### src/rtl/rtc_pkg.sv
package rtc_pkg;
  localparam int DATA_W = 32;
  localparam int SEC_W  = 32;
  localparam int CAL_W  = 21;
  localparam int TICK_W = 16;
  localparam int EV_W   = 2;
  localparam int AE_W   = 1;

  // Word indices (byte offset / 4); the bench and software rely on these.
  localparam int unsigned IDX_SET_WR  = 0;
  localparam int unsigned IDX_SET_RD  = 1;
  localparam int unsigned IDX_CAL_WR  = 2;
  localparam int unsigned IDX_CAL_RD  = 3;
  localparam int unsigned IDX_NOW     = 4;
  localparam int unsigned IDX_TICKS   = 5;
  localparam int unsigned IDX_ALARM   = 6;
  localparam int unsigned IDX_EV_STAT = 7;
  localparam int unsigned IDX_EV_MASK = 8;
  localparam int unsigned IDX_EV_EN   = 9;
  localparam int unsigned IDX_EV_DIS  = 10;
  localparam int unsigned IDX_AE_STAT = 11;
  localparam int unsigned IDX_AE_MASK = 12;
  localparam int unsigned IDX_AE_EN   = 13;
  localparam int unsigned IDX_AE_DIS  = 14;
  localparam int unsigned IDX_CTRL    = 15;
  localparam int unsigned IDX_SCRATCH = 16;
  localparam int unsigned IDX_LAST    = IDX_SCRATCH;

  localparam logic [DATA_W-1:0] CTRL_RESET = 32'h0100_0000;
  localparam logic [DATA_W-1:0] CTRL_RSVD  = 32'h70FF_FFFE;
  localparam logic [DATA_W-1:0] CTRL_KEEP  = ~CTRL_RSVD;
endpackage

### src/rtl/rtc_bus_port.sv
module rtc_bus_port #(
  parameter int DW = 32
) (
  input  logic          clk,
  input  logic          rst_n,
  input  logic          req_valid,
  output logic          req_ready,
  output logic          accept,
  input  logic [DW-1:0] rd_next,
  output logic          rsp_valid,
  input  logic          rsp_ready,
  output logic [DW-1:0] rsp_rdata
);
  logic          vld_q;
  logic [DW-1:0] dat_q;

  assign req_ready = !vld_q || rsp_ready;
  assign accept    = req_valid && req_ready;
  assign rsp_valid = vld_q;
  assign rsp_rdata = dat_q;

  always_ff @(posedge clk) begin
    if (!rst_n) begin
      vld_q <= 1'b0;
      dat_q <= '0;
    end else if (accept) begin
      vld_q <= 1'b1;
      dat_q <= rd_next;
    end else if (rsp_ready) begin
      vld_q <= 1'b0;
    end
  end
endmodule

### src/rtl/rtc_time_base.sv
module rtc_time_base #(
  parameter int SW = 32,
  parameter int TW = 16
) (
  input  logic          clk,
  input  logic          rst_n,
  input  logic          pps,
  input  logic          load_en,
  input  logic [SW-1:0] load_val,
  input  logic          alarm_wr,
  input  logic [SW-1:0] alarm_val,
  output logic [SW-1:0] seconds,
  output logic [TW-1:0] ticks,
  output logic [SW-1:0] alarm,
  output logic          alarm_hit
);
  logic [SW-1:0] sec_q;
  logic [TW-1:0] tick_q;
  logic [SW-1:0] alarm_q;
  logic          armed_q;

  assign alarm_hit = armed_q && (sec_q == alarm_q);
  assign seconds   = sec_q;
  assign ticks     = tick_q;
  assign alarm     = alarm_q;

  always_ff @(posedge clk) begin
    if (!rst_n) begin
      sec_q  <= '0;
      tick_q <= '0;
    end else begin
      if (load_en)  sec_q <= load_val;
      else if (pps) sec_q <= sec_q + 1'b1;
      if (pps) tick_q <= tick_q + 1'b1;
    end
  end

  always_ff @(posedge clk) begin
    if (!rst_n) begin
      alarm_q <= '0;
      armed_q <= 1'b0;
    end else if (alarm_wr) begin
      alarm_q <= alarm_val;
      armed_q <= 1'b1;
    end else if (alarm_hit) begin
      armed_q <= 1'b0;
    end
  end
endmodule

### src/rtl/rtc_irq_group.sv
module rtc_irq_group #(
  parameter int W = 2
) (
  input  logic         clk,
  input  logic         rst_n,
  input  logic [W-1:0] set_vec,
  input  logic         w1c_en,
  input  logic         en_cmd,
  input  logic         dis_cmd,
  input  logic [W-1:0] wr_bits,
  output logic [W-1:0] status,
  output logic [W-1:0] mask,
  output logic         irq
);
  logic [W-1:0] stat_q;
  logic [W-1:0] mask_q;
  logic [W-1:0] clr_vec;

  assign clr_vec = w1c_en ? wr_bits : '0;
  assign status  = stat_q;
  assign mask    = mask_q;
  assign irq     = |(stat_q & ~mask_q);

  always_ff @(posedge clk) begin
    if (!rst_n) begin
      stat_q <= '0;
      mask_q <= '1;
    end else begin
      stat_q <= (stat_q & ~clr_vec) | set_vec;
      if (en_cmd)       mask_q <= mask_q & ~wr_bits;
      else if (dis_cmd) mask_q <= mask_q | wr_bits;
    end
  end
endmodule

### src/rtl/rtc_regfile.sv
module rtc_regfile
  import rtc_pkg::*;
#(
  parameter int ADDR_W = 8
) (
  input  logic              clk,
  input  logic              rst_n,
  input  logic              pps,
  input  logic              req_valid,
  output logic              req_ready,
  input  logic              req_write,
  input  logic [ADDR_W-1:0] req_addr,
  input  logic [3:0]        req_be,
  input  logic [31:0]       req_wdata,
  output logic              rsp_valid,
  input  logic              rsp_ready,
  output logic [31:0]       rsp_rdata,
  output logic              irq_event,
  output logic              irq_addr_err
);
  localparam int IDX_W = ADDR_W - 2;

  logic              accept;
  logic [IDX_W-1:0]  idx;
  logic              mapped, good, wr;
  logic [DATA_W-1:0] rd_next, rd_mux;

  logic [SEC_W-1:0]  seconds, alarm;
  logic [TICK_W-1:0] ticks;
  logic              alarm_hit;
  logic [EV_W-1:0]   ev_status, ev_mask;
  logic [AE_W-1:0]   ae_status, ae_mask;
  logic [CAL_W-1:0]  cal_q;
  logic [DATA_W-1:0] ctrl_q, scratch_q;

  assign idx    = req_addr[ADDR_W-1:2];
  assign mapped = int'(idx) <= int'(IDX_LAST);
  assign good   = (req_be == 4'hF) && (req_addr[1:0] == 2'b00) && mapped;
  assign wr     = accept && req_write && good;

  function automatic logic hit(input logic [IDX_W-1:0] i, input int unsigned n);
    return int'(i) == int'(n);
  endfunction

  rtc_bus_port #(.DW(DATA_W)) u_port (
    .clk(clk), .rst_n(rst_n), .req_valid(req_valid), .req_ready(req_ready),
    .accept(accept), .rd_next(rd_next), .rsp_valid(rsp_valid),
    .rsp_ready(rsp_ready), .rsp_rdata(rsp_rdata)
  );

  rtc_time_base #(.SW(SEC_W), .TW(TICK_W)) u_time (
    .clk(clk), .rst_n(rst_n), .pps(pps),
    .load_en(wr && hit(idx, IDX_SET_WR)), .load_val(req_wdata),
    .alarm_wr(wr && hit(idx, IDX_ALARM)), .alarm_val(req_wdata),
    .seconds(seconds), .ticks(ticks), .alarm(alarm), .alarm_hit(alarm_hit)
  );

  rtc_irq_group #(.W(EV_W)) u_ev (
    .clk(clk), .rst_n(rst_n),
    .set_vec({pps, alarm_hit}),
    .w1c_en(wr && hit(idx, IDX_EV_STAT)),
    .en_cmd(wr && hit(idx, IDX_EV_EN)),
    .dis_cmd(wr && hit(idx, IDX_EV_DIS)),
    .wr_bits(req_wdata[EV_W-1:0]),
    .status(ev_status), .mask(ev_mask), .irq(irq_event)
  );

  rtc_irq_group #(.W(AE_W)) u_ae (
    .clk(clk), .rst_n(rst_n),
    .set_vec(accept && !good),
    .w1c_en(wr && hit(idx, IDX_AE_STAT)),
    .en_cmd(wr && hit(idx, IDX_AE_EN)),
    .dis_cmd(wr && hit(idx, IDX_AE_DIS)),
    .wr_bits(req_wdata[AE_W-1:0]),
    .status(ae_status), .mask(ae_mask), .irq(irq_addr_err)
  );

  always_ff @(posedge clk) begin
    if (!rst_n) begin
      cal_q     <= '0;
      ctrl_q    <= CTRL_RESET;
      scratch_q <= '0;
    end else if (wr) begin
      if (hit(idx, IDX_CAL_WR))  cal_q     <= req_wdata[CAL_W-1:0];
      if (hit(idx, IDX_CTRL))    ctrl_q    <= req_wdata & CTRL_KEEP;
      if (hit(idx, IDX_SCRATCH)) scratch_q <= req_wdata;
    end
  end

  always_comb begin
    rd_mux = '0;
    if (hit(idx, IDX_SET_RD) || hit(idx, IDX_NOW)) rd_mux = seconds;
    if (hit(idx, IDX_CAL_RD))  rd_mux = DATA_W'(cal_q);
    if (hit(idx, IDX_TICKS))   rd_mux = DATA_W'(ticks);
    if (hit(idx, IDX_ALARM))   rd_mux = alarm;
    if (hit(idx, IDX_EV_STAT)) rd_mux = DATA_W'(ev_status);
    if (hit(idx, IDX_EV_MASK)) rd_mux = DATA_W'(ev_mask);
    if (hit(idx, IDX_AE_STAT)) rd_mux = DATA_W'(ae_status);
    if (hit(idx, IDX_AE_MASK)) rd_mux = DATA_W'(ae_mask);
    if (hit(idx, IDX_CTRL))    rd_mux = ctrl_q;
    if (hit(idx, IDX_SCRATCH)) rd_mux = scratch_q;
  end

  assign rd_next = (req_write || !good) ? '0 : rd_mux;
endmodule

### config.mk
export PLATFORM = sky130hd
export DESIGN_NAME = rtc_regfile
export DESIGN_NICKNAME = d
export VERILOG_FILES = /design/src/rtl/rtc_pkg.sv /design/src/rtl/rtc_bus_port.sv /design/src/rtl/rtc_time_base.sv /design/src/rtl/rtc_irq_group.sv /design/src/rtl/rtc_regfile.sv
export SDC_FILE = /design/constraint.sdc
export NUM_CORES = 1
export LEC_CHECK = 0
export BUFFER_PORTS_ARGS = -buffer_cell sky130_fd_sc_hd__buf_4
export CAP_MARGIN = 40
export CORE_UTILIZATION = 50
export CTS_BUF_LIST = sky130_fd_sc_hd__clkbuf_16
export CTS_CLUSTER_DIAMETER = 60
export DETAILED_ROUTE_END_ITERATION = 16
export MAX_ROUTING_LAYER = met4
export PLACE_DENSITY = 0.78
export SETUP_SLACK_MARGIN = 0.15
export SLEW_MARGIN = 40
export SYNTH_ARGS = -nofsm -noshare
export SYNTH_HDL_FRONTEND = slang
export SYNTH_HIERARCHICAL = 1
export SYNTH_SLANG_ARGS = --single-unit
### constraint.sdc
create_clock -name clk -period 2.4 [get_ports clk]
set_input_delay 0.12 -clock clk [delete_from_list [all_inputs] [get_ports clk]]
set_output_delay 0.12 -clock clk [all_outputs]
set_load 0.02 [all_outputs]
; ---- Word level (Yosys, flattened, before mapping)
; Index checks and enable logic that the tools add are counted.
[word_totals]
register_bits = 179
inputBits = 50
output_inout_bits = 36
word_cells = 104
[op_classes]
addsub = 2
order_cmp = 1
n_eq_ne = 18
mux = 23
n_bitwise = 16
n_reduce_logical = 31
[op_table]
columns = op, count
row1 = $mux 32, 13
row2 = $eq 6x5->1 const B, 8
row3 = $add 32x1->32 const B, 1
row4 = $eq 32x32->1, 1
row5 = $eq 6x4->1 const B, 4
row6 = $add 16x1->16 const B, 1
row7 = $logic_and 1x1->1, 15
row8 = $eq 6x3->1 const B, 2
row9 = $reduce_bool 2->1, 5
row10 = $mux 1, 7
row11 = $and 2x2->2, 3
row12 = $eq 6x2->1 const B, 1
row13 = $eq 6x6->1 const B, 1
row14 = $le 6x5->1 const B, 1
row15 = $logic_not 6->1, 1
row16 = $mux 2, 3
row17 = $not 2->2, 3
row18 = $reduce_and 2->1, 3
row19 = $eq 4x4->1 const B, 1
row20 = $or 2x2->2, 2
row21 = $and 1x1->1, 3
row22 = $logic_or 1x1->1, 3
row23 = $not 1->1, 3
row24 = $logic_not 1->1, 2
row25 = 3 further kinds, 4

; ---- Logic depth before layout (Yosys ltp)
; Gate-level depths: netlist of run 1.
[depth]
word_depth = 13
ltp_mapped = 12
mapped_depth_nobuf = 8

; ---- Hierarchy
; Netlist of run 1, hierarchy kept.
[modules_own_cells]
columns = mod, n_inst, cells_each, area_each_um2, seq_area_each_um2
row1 = rtc_time_base, 1, 431, 4021.4, 1621.6
row2 = rtc_regfile, 1, 439, 3385.7, 1181.1
row3 = rtc_bus_port, 1, 144, 1357.6, 660.6
row4 = rtc_irq_group at u_ev, 1, 19, 156.4, 80.1
row5 = rtc_irq_group at u_ae, 1, 9, 83.8, 40.0

; ---- Least setup slack after synthesis of run 1
; OpenSTA, ideal clock, no wires.
[synth_timing]
path_type = reg2reg
startpoint = reg u_port.vld_q (netlist: u_port/rsp_valid)
endpoint = reg u_time.alarm_q[10] (netlist: u_time/alarm[10])
setup_time_ns = 0.117
t_arrival_ns = 2.680
required_ns = 2.283
setup_slack_ns = -0.396
path_stages_with_launch = 13
path_buffers = 5
period_less_slack_ns = 2.796
cell_sequence = dfxtp_1 > nand2b_4 > and2_4 > buf_6 > buf_12 > and2_1 > o2111a_1 > clkbuf_1 > and2_1 > clkbuf_1 > clkbuf_1 > mux2i_1 > nor2b_1
[synth_between]
elab_chain_len = 6
[synth_lines]
columns = item, line_no
row1 = "start, declared", rtc_bus_port.sv:14  ; logic vld_q;
row2 = "start signal, assigned", rtc_bus_port.sv:24  ; vld_q <= 1'b0;
row3 = "start signal, assigned", rtc_bus_port.sv:27  ; vld_q <= 1'b1;
row4 = "start signal, assigned", rtc_bus_port.sv:30  ; vld_q <= 1'b0;
row5 = $logic_not 1->1, rtc_bus_port.sv:17  ; assign req_ready = !vld_q || rsp_ready;
row6 = $logic_or 1x1->1, rtc_bus_port.sv:17
row7 = named net req_ready, rtc_regfile.sv:10  ; output logic req_ready,
row8 = $logic_and 1x1->1, rtc_bus_port.sv:18  ; assign accept = req_valid && req_ready;
row9 = named net accept, rtc_regfile.sv:23  ; logic accept;
row10 = $logic_and 1x1->1 (2 in series), rtc_regfile.sv:39  ; assign wr = accept && req_write && good;
row11 = $logic_and 1x1->1, rtc_regfile.sv:54  ; .alarm_wr(wr && hit(idx, IDX_ALARM)), .alarm_val(req_wdata),
row12 = "end signal, assigned", rtc_time_base.sv:43  ; alarm_q <= alarm_val;
row13 = "end, declared", rtc_time_base.sv:19  ; logic [SW-1:0] alarm_q;
; The timed path passes the listed nets, and every way through them passes these cells.
; A chain may end at the register's enable or synchronous reset.

; ---- Worst setup path after layout of run 1
[layout_timing]
startpoint = reg u_port.vld_q (netlist: u_port/rsp_valid)
endpoint = reg u_time.alarm_q[22] (netlist: u_time/alarm[22])
[layout_between]
elab_chain_len = 6
[layout_lines]
columns = item, line_no
row1 = $logic_not 1->1, rtc_bus_port.sv:17
row2 = $logic_or 1x1->1, rtc_bus_port.sv:17
row3 = $logic_and 1x1->1, rtc_bus_port.sv:18
row4 = named net accept, rtc_regfile.sv:23
row5 = $logic_and 1x1->1 (2 in series), rtc_regfile.sv:39
row6 = $logic_and 1x1->1, rtc_regfile.sv:54
; The timed path passes the listed nets, and every way through them passes these cells.

==> flow_summary.toml, run 1 <==
[sta]
finalSetupViolations = 0
fin_skew_ns = 0.009471
hold_viol = 0
grt_setup_unrepaired = "false"
fin_crit_ns = 2.117
max_freq_mhz = 472.5
setup_tns_ns = 0
period_share_pct = 88.19
maxSlewViolCount = 0
relSlewSlack_pct = 54.38
tightest_slew_ns = 0.6843

[critical_path]
rr_endpoint = "u_time/alarm[22]"
setup.worst_path.end = "u_time/alarm[22]"
crit_path_start_kind = "register"
cp_cell_sequence = "nand2b_4, and2_4, and2_1, o2111a_1, buf_4, and2_2, buf_12, mux2i_1, nor2b_1"
reg2reg_slack_ns = 0.28
end_kind = "register"
critical_path_depth = 9
worstSetupStartpoint = "u_port/rsp_valid"
slowest_stage = "dfxtp_2"
critPathMaxFanout = 33
crit_type = "register to register"
critPathArrivalTime_ns = 2.44
critical_path.top_delay_family = "simple AND/OR/NAND/NOR gates"
critPathRequiredTime_ns = 2.72
critPathMaxStageDelay_ns = 0.33
timing.rr.start = "u_port/rsp_valid"
worst_r2r_path_depth = 9
path_buf_inv = 2

[cells_and_area]
diodes = 0
synthToLayoutAreaGrowth_pct = 19.51
mostFrequentLayoutCell = "nand2_1"
nets = 1184
final_layout_size_suffix_gt1_share_pct = 14.67
multiInputGateArea_um2 = 4965
fillCellCount = 1509
final_cell_mix = "nand2_1, dfxtp_1, buf_4, mux2i_1, xor2_1"
regArea_um2 = 3585

[synth]
synth-async-reset-ratio_pct = 0
synth_flop_cell = "dfxtp_1"
netlist_area_um2 = 9005
synth_seq_cells = 179
synth_edf_count = 0
yosysWarnings = 6
synth.avg_cell_area_um2 = 8.642
syn_nets = 1094
synth-xor-area-share_pct = 7.295
synthDistinctLibCells = 66
ys_seq_area_share_pct = 39.79
postSynthCellCount = 1042
muxShareOfSynthArea_pct = 7.336
synth-adder-area-share_pct = 0.2779
synth-simple-area-share_pct = 22.38
synth_compound_area_share_pct = 17.67
synth_top_family_by_area = "simple AND/OR/NAND/NOR gates"

[global_routing]
grt_pass1_wl_um = 38710
antenna_found_initial = 0
overflow = 0
track_usage_pct = 28.02
grt_max_degree = 65
grt_pass1_vias = 7216

[power_and_ir_drop]
ir_drop_v = 0.0004986
power.total_mw = 6.077
p_per_area_nw_per_um2 = 564.7
leakagePower_nw = 4.108

[place]
gp_congestion = 0.9070
numPortBuffers = 85
hpwl_um = 16080

[floorplan]
core-area_um2 = 17420
die_w_um = 136.2
pin_count = 86
die_y_um = 136.2
die_area_um2 = 18550
rows = 48
start_util_pct = 51.70

[clock_network]
clock_latency_ns = 0.43
tritoncts = "built"
cts.sinks = 179
cts.clk_slew.worst_paths_ns = 0.07
clockRootBuffer = "clkbuf_16"
numCtsBuffers = 17
clockBufferDepth = 2
post_cts_buffers = 0
cts_max_level = 4
cts.repair.resized = 0

[route]
drtIter0Drc = 960
wl_per_cell_um = 18.18
postRouteAntennaNets = 0
drt_first_pass_iters = 6
wirelength_um = 24910
vias_per_cell = 5.891
vias = 8071
remaining_drc_errors = 0

[min_path]
hold_path_class = "input port to register"

[job]
max_cap_viol_count = 0

[outcome]
status = "complete, no violations"
[layer usage]
layer,global-route usage (%),share of wire (%),vias up
met2,42.44,45,403
met3,4.437,7.9,65
met1,37.33,44,3781
li1,-,-,3822
met4,10.74,3.2,0
met5,-,0,-
[cell usage after synthesis (all sizes together), types with 3 or more instances]
master | count | area, µm²
a21boi | 61 | 457.9
a21oi | 45 | 225.2
a221oi | 3 | 32.53
a222oi | 20 | 200.2
a22oi | 34 | 255.2
a31oi | 5 | 31.28
and2 | 23 | 148.9
and3 | 11 | 68.82
and4 | 5 | 43.79
buf | 27 | 211.5
clkbuf | 53 | 200.2
dfxtp | 179 | 3583
inv | 15 | 56.30
mux2i | 66 | 660.6
nand2 | 210 | 788.3
nand2b | 6 | 45.04
nand3 | 18 | 90.09
nand4 | 18 | 125.1
nor2 | 24 | 92.59
nor2b | 38 | 237.7
nor3 | 12 | 75.07
nor4 | 14 | 130.1
o211a | 13 | 130.1
o21ai | 33 | 168.9
or2 | 3 | 18.77
or3 | 5 | 31.28
xnor2 | 24 | 210.2
xor2 | 51 | 446.7
[through the flow]
stage          util (%)  setup WS [ns]  cells  area, µm²  hold slack [ns]
5_1_grt           61.79         0.2210   1370      10760          0.05926
4_1_cts           61.79         0.3145   1370      10760          0.03558
6_report          61.79         0.2834   1370      10760          0.05256
3_5_place_dp      56.59         0.3042   1304       9857           0.3855
3_3_place_gp      56.59         0.3121   1304       9857           0.3793
2_1_floorplan         -         0.1627   1042       9064           0.1792
[worst min-delay path: stages]
cell,delay (ns)
buf_4,0.17
inv_1,0.07
a31oi_1,0.08
[flip-flops by register name, indices dropped and copies added (netlist names), named ones only]
register          count
ctrl_q                6
u_ae/status           1
cal_q                21
u_time/seconds       32
u_time/ticks         16
u_time/alarm         32
u_port/rsp_valid      1
u_ev/status           2
scratch_q            32
u_time/armed_q        1
u_port/rsp_rdata     32
[power breakdown]
part	switching (mW)	leakage [nW]	internal [mW]
clock	1.17	0.282	1.52
combinational	0.201	2.38	0.185
sequential	0.0142	1.44	2.98
[final cells by class]
class | count | area share [%]
multi-input cells | 767 | 46.13
well taps | 225 | 2.616
clock inverters | 15 | 1.291
clock buffers | 17 | 3.953
flip-flops and latches | 179 | 33.31
repair buffers | 151 | 12.14
inverters | 16 | 0.5581
[worst min path at each step]
stage / from / slack, ns / to / depth (start not counted)
6_report: pps / 0.05 / u_ev/status[1] / 3
5_1_grt: pps / 0.06 / u_ev/status[1] / 3
4_1_cts: pps / 0.04 / u_ev/status[1] / 3
3_5_place_dp: req_wdata[1] / 0.39 / u_ev/status[1] / 2
3_3_place_gp: req_wdata[3] / 0.38 / u_time/seconds[3] / 2
2_1_floorplan: rst_n / 0.18 / register / 1
[cell families after synthesis]
family	after synthesis
AND/OR/NAND/NOR	399
AO/OA/AOI/OAI	225
flip-flops	179
buffers and inverters	96
XOR/XNOR	75
multiplexers	66
adder cells (fa/ha/maj)	2
[what timing repair did]
action / CTS / global route
endpoints found under the hold margin: 99 / 0
hold buffers: 34 / 0
endpoints found under the setup margin: 0 / 0
Power figures use the tool's default switching activity.
==> run 2: changes to the inputs <==
- ABC_AREA: not set -> 1
- PLACE_DENSITY: 0.78 -> 0.77
==> flow_summary.toml, run 2 <==
[floorplan]
die_area_um2 = 20560
pin_count = 86
rows = 51
start_util_pct = 51.18
core-area_um2 = 19530
die_w_um = 143.4
die_y_um = 143.4

[clock_network]
clock_latency_ns = 0.44
clockBufferDepth = 2
cts.sinks = 179
clockRootBuffer = "clkbuf_16"
numCtsBuffers = 17
cts.clk_slew.worst_paths_ns = 0.07
cts_max_level = 4
tritoncts = "built"

[synth]
synth_top_cell_by_area = "dfxtp_1"
synthDistinctLibCells = 48
synth-async-reset-ratio_pct = 0
yosysWarnings = 6
synth_top_family_by_area = "simple AND/OR/NAND/NOR gates"
synth_edf_count = 0
postSynthCellCount = 1536
synth-xor-area-share_pct = 3.143
ys_seq_area_share_pct = 35.86
netlist_area_um2 = 9993
synth-simple-area-share_pct = 32.60
synth_seq_cells = 179
synth_top_cell_area_share_pct = 35.86
synth.avg_cell_area_um2 = 6.506
synth_common_cells = "nand2_1, nor2_1, dfxtp_1, inv_1, a21oi_1"
synth_compound_area_share_pct = 17.30
synth-adder-area-share_pct = 0.2504
synthMostInstantiatedCell = "nand2_1"
muxShareOfSynthArea_pct = 0
synth_flop_cell = "dfxtp_1"
synthTopCellsByArea = "dfxtp_1, nand2_1, nor2_1"
syn_nets = 1588

[global_routing]
global_route.peak_usage_layer = "met2"
grt_max_degree = 65
met1_usage_pct = 40.18
use_met2_pct = 45.61
grt_pass1_wl_um = 46480
antenna_found_initial = 0
track_usage_pct = 29.92
grt_pass1_vias = 9145
overflow = 0
grt_use_met3_pct = 5.398

[cells_and_area]
mostFrequentLayoutCell = "nand2_1"
final_cell_area_um2 = 11640
nets = 1655
final_cell_mix = "nand2_1, nor2_1, dfxtp_1, inv_1, a21oi_1"
final-instance-count-excl-fill = 1881
final_layout_size_suffix_gt1_share_pct = 11.63
fillCellCount = 1839
synthToLayoutAreaGrowth_pct = 16.44
diodes = 0
final_util_pct = 59.59

[sta]
tightest_slew_ns = 0.7268
period_share_pct = 84.44
fin_crit_ns = 2.027
maxSlewViolCount = 0
max_freq_mhz = 493.4
fin_skew_ns = 0.01125
finalSetupViolations = 0
hold_viol = 0
grt_setup_unrepaired = "false"
relSlewSlack_pct = 51.43

[power_and_ir_drop]
p_per_area_nw_per_um2 = 560.0
p_sw_mw = 1.645
intPower_mw = 4.871
pwr-share-seq_pct = 46.7
leakagePower_nw = 4.844
ir_drop_v = 0.0005670
p_sw_share_pct = 25.25
p_clk_share_pct = 44.6
comb_power_share_pct = 8.7

[critical_path]
rr_endpoint = "u_time/seconds[8]"
crit_type = "register to register"
timing.rr.start = "u_port/rsp_valid"
critPathMaxFanout = 31
critPathArrivalTime_ns = 2.36
end_kind = "register"
reg2reg_slack_ns = 0.37
worst_r2r_path_depth = 9
crit_path_start_kind = "register"
critPathRequiredTime_ns = 2.73

[job]
max_cap_viol_count = 0

[place]
hpwl_um = 20280
dp_cells = 1818
place_area_um2 = 10710
gp_congestion = 0.9604
numPortBuffers = 85

[min_path]
min-delay-start = "req_wdata[7]"
hold_depth = 3
hold_path_class = "input port to register"
whs_endpoint = "cal_q[7]"

[route]
wirelength_um = 29650
remaining_drc_errors = 0
drt_first_pass_iters = 6
wl_per_cell_um = 15.76
drtIter0Drc = 1316
vias_per_cell = 5.551
postRouteAntennaNets = 0
vias = 10442

[outcome]
status = "complete, no violations"
-- run 2: worst max path at each step --
stage                     startpoint                end  slack (ns)
floorplan           u_port/rsp_valid  u_time/seconds[0]        0.41
global placement    u_port/rsp_valid  u_time/seconds[8]         0.1
detailed placement  u_port/rsp_valid  u_time/seconds[8]       -0.06
CTS                 u_port/rsp_valid  u_time/seconds[8]        0.17
global route               req_valid  u_time/seconds[1]        0.25
finish              u_port/rsp_valid  u_time/seconds[8]        0.37
-- run 2: worst max-delay path, stage by stage (launching register included) --
cell and delay (ns):
dfxtp_1 0.35, a21oi_2 0.20, nand2_1 0.12, nor2_2 0.13, inv_1 0.09, nor4_4 0.28
buf_8 0.28, inv_1 0.14, o21ai_0 0.25, a21oi_1 0.07
-- run 2: cells by family (layout without fill, tap and decap cells) --
family,count (synthesis),in the layout
AOI/OAI and AO/OA,318,318
xor gates and xnor gates,35,35
DFF,179,179
buffers and inverters,254,334
adders and majority gates,2,2
and+or+nand+nor,748,748
-- run 2: per-layer routing --
metal / part of all wire, % / routed length, µm
met5: 0 / 0
met4: 1.6 / 472
met3: 8.5 / 2510
met2: 45 / 13400
met1: 45 / 13270
-- run 2: power by group through the flow --
stage	Sequential (mW)	Clock, mW	Combinational, mW
final	3.04	2.91	0.567
after CTS	3.04	2.93	0.557
after floorplan	3.14	0	0.245
after global placement	3.11	0	0.512
after global routing	3.04	3.06	0.612
after detailed placement	3.11	0	0.517
-- run 2: metrics by stage --
stage,TNS (ns),setup WS [ns],hold WS [ns],total power [mW]
floorplan,0,0.4108,0.1887,3.389
global placement,0,0.09862,0.3701,3.619
detailed placement,-0.1072,-0.06416,0.3781,3.625
CTS,0,0.1702,0.0003812,6.532
global route,0,0.2533,0.02533,6.713
finish,0,0.3734,0.01433,6.517
-- run 2: timing repair --
action,in CTS,in global routing
hold buffers,30,0
pin swaps,1,1
buffers inserted,1,0
endpoints found under the setup margin,32,29
endpoints found under the hold margin,65,0
gates resized for setup,2,2
-- run 2: cell type report --
cell class | instances | area, µm² | share of cell area, %
Clock buffer | 17 | 425.4 | 3.656
Inverter | 165 | 619.3 | 5.323
Tap cell | 265 | 331.6 | 2.849
Timing Repair Buffer | 137 | 1149 | 9.871
Multi-Input combinational cell | 1103 | 5350 | 45.98
Clock inverter | 15 | 177.7 | 1.527
Sequential cell | 179 | 3583 | 30.80
